--- config.mk ---
export PLATFORM = sky130hd
export DESIGN_NAME = parity3_detector
export DESIGN_NICKNAME = d
export VERILOG_FILES = /design/src/rtl/parity3_detector.sv
export SDC_FILE = /design/constraint.sdc
export NUM_CORES = 1
export LEC_CHECK = 0
export BUFFER_PORTS_ARGS = -buffer_cell sky130_fd_sc_hd__buf_2
export CORE_AREA = 2 2 39 41
export CTS_CLUSTER_DIAMETER = 100
export DETAILED_ROUTE_END_ITERATION = 12
export DIE_AREA = 0 0 41 43
export MAX_ROUTING_LAYER = met4
export PLACE_DENSITY = 0.34
export SKIP_LAST_GASP = 1
export SLEW_MARGIN = 40
export SYNTH_ARGS = -nofsm -noshare
export SYNTH_HDL_FRONTEND = slang
export SYNTH_SLANG_ARGS = --single-unit
--- constraint.sdc ---
create_clock -name clk -period 2.7 [get_ports clk]
set_input_delay 0.27 -clock clk [delete_from_list [all_inputs] [get_ports clk]]
set_output_delay 0.27 -clock clk [all_outputs]
set_load 0.01 [all_outputs]
--- src/rtl/parity3_detector.sv ---
module parity3_detector #(
  parameter int FRAME_BITS = 3,
  parameter bit MOORE_MODE = 1'b0
) (
  input  logic clk,
  input  logic rst,
  input  logic din,
  output logic odd_o,
  output logic valid_o
);
  localparam int POS_W = (FRAME_BITS > 2) ? $clog2(FRAME_BITS) : 1;
  localparam logic [POS_W-1:0] LAST_POS = POS_W'(FRAME_BITS - 1);

  logic [POS_W-1:0] pos;
  logic             acc;

  wire at_last   = (pos == LAST_POS);
  wire at_first  = (pos == '0);
  wire frame_par = (at_first ? 1'b0 : acc) ^ din;

  always_ff @(posedge clk) begin
    if (rst) begin
      pos <= '0;
      acc <= 1'b0;
    end else begin
      pos <= at_last ? '0 : pos + 1'b1;
      acc <= frame_par;
    end
  end

  generate
    if (MOORE_MODE) begin : g_moore
      logic res_v, res_odd;
      always_ff @(posedge clk) begin
        if (rst) begin
          res_v   <= 1'b0;
          res_odd <= 1'b0;
        end else begin
          res_v   <= at_last;
          res_odd <= at_last & frame_par;
        end
      end
      assign valid_o = res_v;
      assign odd_o   = res_odd;
    end else begin : g_mealy
      assign valid_o = !rst && at_last;
      assign odd_o   = valid_o && frame_par;
    end
  endgenerate
endmodule

### Yosys cells after proc, flatten, opt, wreduce, memory -nomap -nowiden

Index checks and enable logic that the tools add are counted.

* input port bits: 3
* memory bits (read-only): 0
* latch bits: 0
* RAM bits: 0
* flip-flop bits (word level): 3
* output and inout port bits: 2
* logic and storage cells: 11
* memories kept: 0

* divide/modulo/power cells: 0
* add/subtract/negate cells: 1
* multipliers: 0
* equality and inequality tests: 1
* bitwise operators: 1
* multiplexer cells: 1
* magnitude comparators: 0
* reduce and logical (&&, ||, !) cells: 5
* shift operators: 0

Operator list (count)
* $add A2 B1 Y2 const B: 1
* $eq A2 B2 Y1 const B: 1
* $logic_and A1 B1 Y1: 2
* $logic_not A2 Y1: 1
* $reduce_or A2 Y1: 1
* $logic_not A1 Y1: 1
* $mux W1: 1
* $xor A1 B1 Y1: 1

### Logic depth before layout (Yosys ltp)

* depth in word-level cells: 4
* gate-level depth with buffers: 5
* depth with buffers taken out: 5

### Worst setup path after synthesis

Ideal clock, no wire load.

* kind: register to output
* start point: register pos[0]
* end point: output port odd_o
* required time: 2430 ps
* cell stages (with the launch flop): 5
* path slack: 1416 ps
* arrival time: 1014 ps
* path buffers: 0
* cell sequence: dfxtp_1 > inv_1 > ha_1 > nor2b_1 > nor2b_1

* elaborated cells on any way between the ends: 6
* those cells by class: eq/ne (1); mux (1); bitwise (1); reduce/logical (3)

RTL lines
* from (decl): RTL line 14 `logic [POS_W-1:0] pos;`
* from (signal assigned): RTL line 26 `pos <= at_last ? '0 : pos + 1'b1;`
* $eq A2 B2 Y1: RTL line 17 `wire at_last = (pos == LAST_POS);`
* $logic_and A1 B1 Y1: RTL line 46 `assign valid_o = !rst && at_last;`
* net valid_o: RTL line 9 `output logic valid_o`
* $logic_and A1 B1 Y1: RTL line 47 `assign odd_o = valid_o && frame_par;`
* to (decl): RTL line 8 `output logic odd_o,`

The timed path passes the listed nets, and every way through them passes these cells.

### Final worst setup path

* start point: register pos[0]
* end point: output port odd_o

* longest elaborated chain between the ends: 4
* elaborated cells on any way between the ends: 6
* those cells by class: eq/ne (1); mux (1); bitwise (1); reduce/logical (3)

RTL lines
* $logic_not A2 Y1: RTL line 18 `wire at_first = (pos == '0);`
* $mux W1: RTL line 19 `wire frame_par = (at_first ? 1'b0 : acc) ^ din;`
* $xor A1 B1 Y1: RTL line 19
* $logic_and A1 B1 Y1 *: RTL line 47

Mark *: on every way between the ends. The rest lies on a longest branch, timed or not.

==> results.json <==
{
  "hp-class": "in -> reg",
  "yosysWarnings": 0,
  "place_inst": 34,
  "dieArea_um2": 1760,
  "slew_headroom": 0.881,
  "grt_max_degree": 5,
  "antenna_found_initial": 0,
  "arrival_ns": 1.29,
  "hold_viol_final": 0,
  "grt_pass1_vias": 98,
  "syn-num-nets": 19,
  "core_area_um2": 1380,
  "rows": 14,
  "drc_errors": 0,
  "clock-sinks": 3,
  "synth_top_area_frac": 0.417,
  "die_h_um": 43,
  "cts_resized": 0,
  "p_leak_nw": 0.0942,
  "io-pin-count": 5,
  "power_frac_seq": 0.333,
  "worstMarginPinSlew_ns": 0.177,
  "endpoint_kind": "primary output",
  "grt_use_total": 0.0349,
  "critPathRequiredTime_ns": 2.43,
  "cts.path.max_buffers": 2,
  "max_cap_viol_count": 0,
  "dp_hpwl_um": 205,
  "slew_violations": 0,
  "switching_share": 0.252,
  "cts_max_level": 1,
  "cts_tree": "built",
  "fin_tns_setup_ns": 0,
  "die_w_um": 41,
  "fin_crit_sh": 0.578,
  "cts_made_buffers": 3,
  "initial_core_util": 0.104,
  "nets": 28,
  "gr-total-overflow": 0,
  "synth.distinct_cells": 9,
  "power_density_nw_per_um2": 794,
  "drt-pass1-iter-count": 2,
  "layout_setup_ws_ns": 1.14,
  "vias_per_cell": 3.00,
  "path_max_fanout": 2,
  "syn_area_per_cell_um2": 10.3,
  "first_iter_violations": 2,
  "cts_root_buf": "clkbuf_4",
  "grt_pass1_wl_um": 345,
  "portBuffers": 4,
  "final_antenna_net_count": 0,
  "intPower_uw": 125,
  "ir_worst_vdd_mv": 0.0878,
  "totalWireLength_um": 248,
  "status": "completed",
  "gp_congestion": 0.415,
  "cts_hold_buf": 0,
  "hold_slack_ns": 0.244,
  "synthCells": 14,
  "drt-wirelength-per-cell_um": 6.53,
  "rsz0062_at_grt": "false",
  "cts_setup_buffers": 0,
  "setup_viol": 0,
  "pwr-share-comb": 0.196,
  "fin_skew_ns": 0.00156,
  "worst_setup_path_start_kind": "flip-flop",
  "fin_cells": 38,
  "clkPwrFrac": 0.471,
  "yosys_register_bits": 3,
  "vias": 114,
  "p_sw_uw": 42.1,
  "syn2layout_area_growth_pct": 46.1,
  "synth_area_leaders": "dfxtp_1 42%, ha_1 17%, nor2b_4 9.6%",
  "fillers": 156,
  "drive_gt1_frac": 0.364,
  "yosysTopAreaCell": "dfxtp_1",
  "critical_path_class": "reg -> out",
  "clk_latency_ns": 0.23,
  "netlist_area_um2": 144,
  "n_antenna_cell": 0,
  "period_needed_ns": 1.56,
  "place_ws_ns": 1.38,
  "ys_seq_area_frac": 0.417,
  "clock.fmax_ghz": 0.641,
  "clk_pin_slew_ns": 0.04
}
[metrics by stage]
| stage | area (um2) | utilization | power (mW) |
|---|---|---|---|
| global placement | 184 | 0.133 | 0.0877 |
| detailed placement | 184 | 0.133 | 0.0897 |
| CTS | 210 | 0.152 | 0.172 |
| floorplan | 144 | - | 0.0810 |
| global route | 210 | 0.152 | 0.179 |
| finish | 210 | 0.152 | 0.167 |
[path summary, 6_finish.rpt]
check | cells after the start | startpoint | slack, ns | to
max | 6 | pos[0] | 1.14 | odd_o
max reg2reg | 5 | pos[0] | 1.66 | acc
min reg2reg | 1 | pos[0] | 0.43 | pos[0]
min | 2 | rst | 0.24 | pos[0]
[Yosys cell counts]
library cell / instances
xnor2_1: 1
nor3b_1: 1
ha_1: 2
inv_1: 2
dfxtp_1: 3
nor3_1: 1
nor2b_4: 1
nor2_1: 1
nor2b_1: 2
[per-layer routing]
metal / GRT usage / wire [um]
met4: 0.0600 / 8
met3: 0.0157 / 37
met1: 0.0287 / 92
met2: 0.0406 / 109
met5: - / 0
[sequential cells by signal, summed over array words and instances (netlist names)]
signal	flops
acc	1
pos	2
[worst max-delay path: stages, from the launching register on]
cell,delay [ns]
dfxtp_1,0.32
inv_1,0.06
ha_1,0.23
nor2b_4,0.11
xnor2_1,0.14
nor2b_1,0.06
buf_2,0.13
[cells in the final DEF, fill, tap and decap left out]
| cell | instances |
|---|---|
| xnor2_1 | 1 |
| clkbuf_4 | 3 |
| nor2b_1 | 2 |
| buf_2 | 4 |
| ha_1 | 2 |
| nor2b_4 | 1 |
| clkbuf_1 | 1 |
| nor3b_1 | 1 |
| nor2_1 | 1 |
| inv_1 | 2 |
| dfxtp_1 | 3 |
| nor3_1 | 1 |
[area by class of cell]
type | count | area (um2) | share of cell area
flip-flops and latches | 3 | 60.1 | 0.286
repair buffers | 4 | 20.0 | 0.0952
well taps | 16 | 20.0 | 0.0952
multi-input cells | 9 | 76.3 | 0.363
inverters | 2 | 7.51 | 0.0357
clock buffers | 4 | 26.3 | 0.125
[cell families after synthesis]
logic type	count (synthesis)	share of synthesized area
xor+xnor	1	0.0609
buf+inv	2	0.0522
simple gates	6	0.296
flops	3	0.417
fa+ha+maj	2	0.174
[power groups by stage]
stage | Combinational, mW | Clock (mW) | Sequential (mW)
finish | 0.0326 | 0.0786 | 0.0556
global route | 0.0375 | 0.0848 | 0.0565
CTS | 0.0337 | 0.0825 | 0.0557
detailed placement | 0.0337 | 0 | 0.0560
global placement | 0.0320 | 0 | 0.0557
floorplan | 0.0256 | 0 | 0.0554
Note: power is estimated with default switching activity, not from simulation.
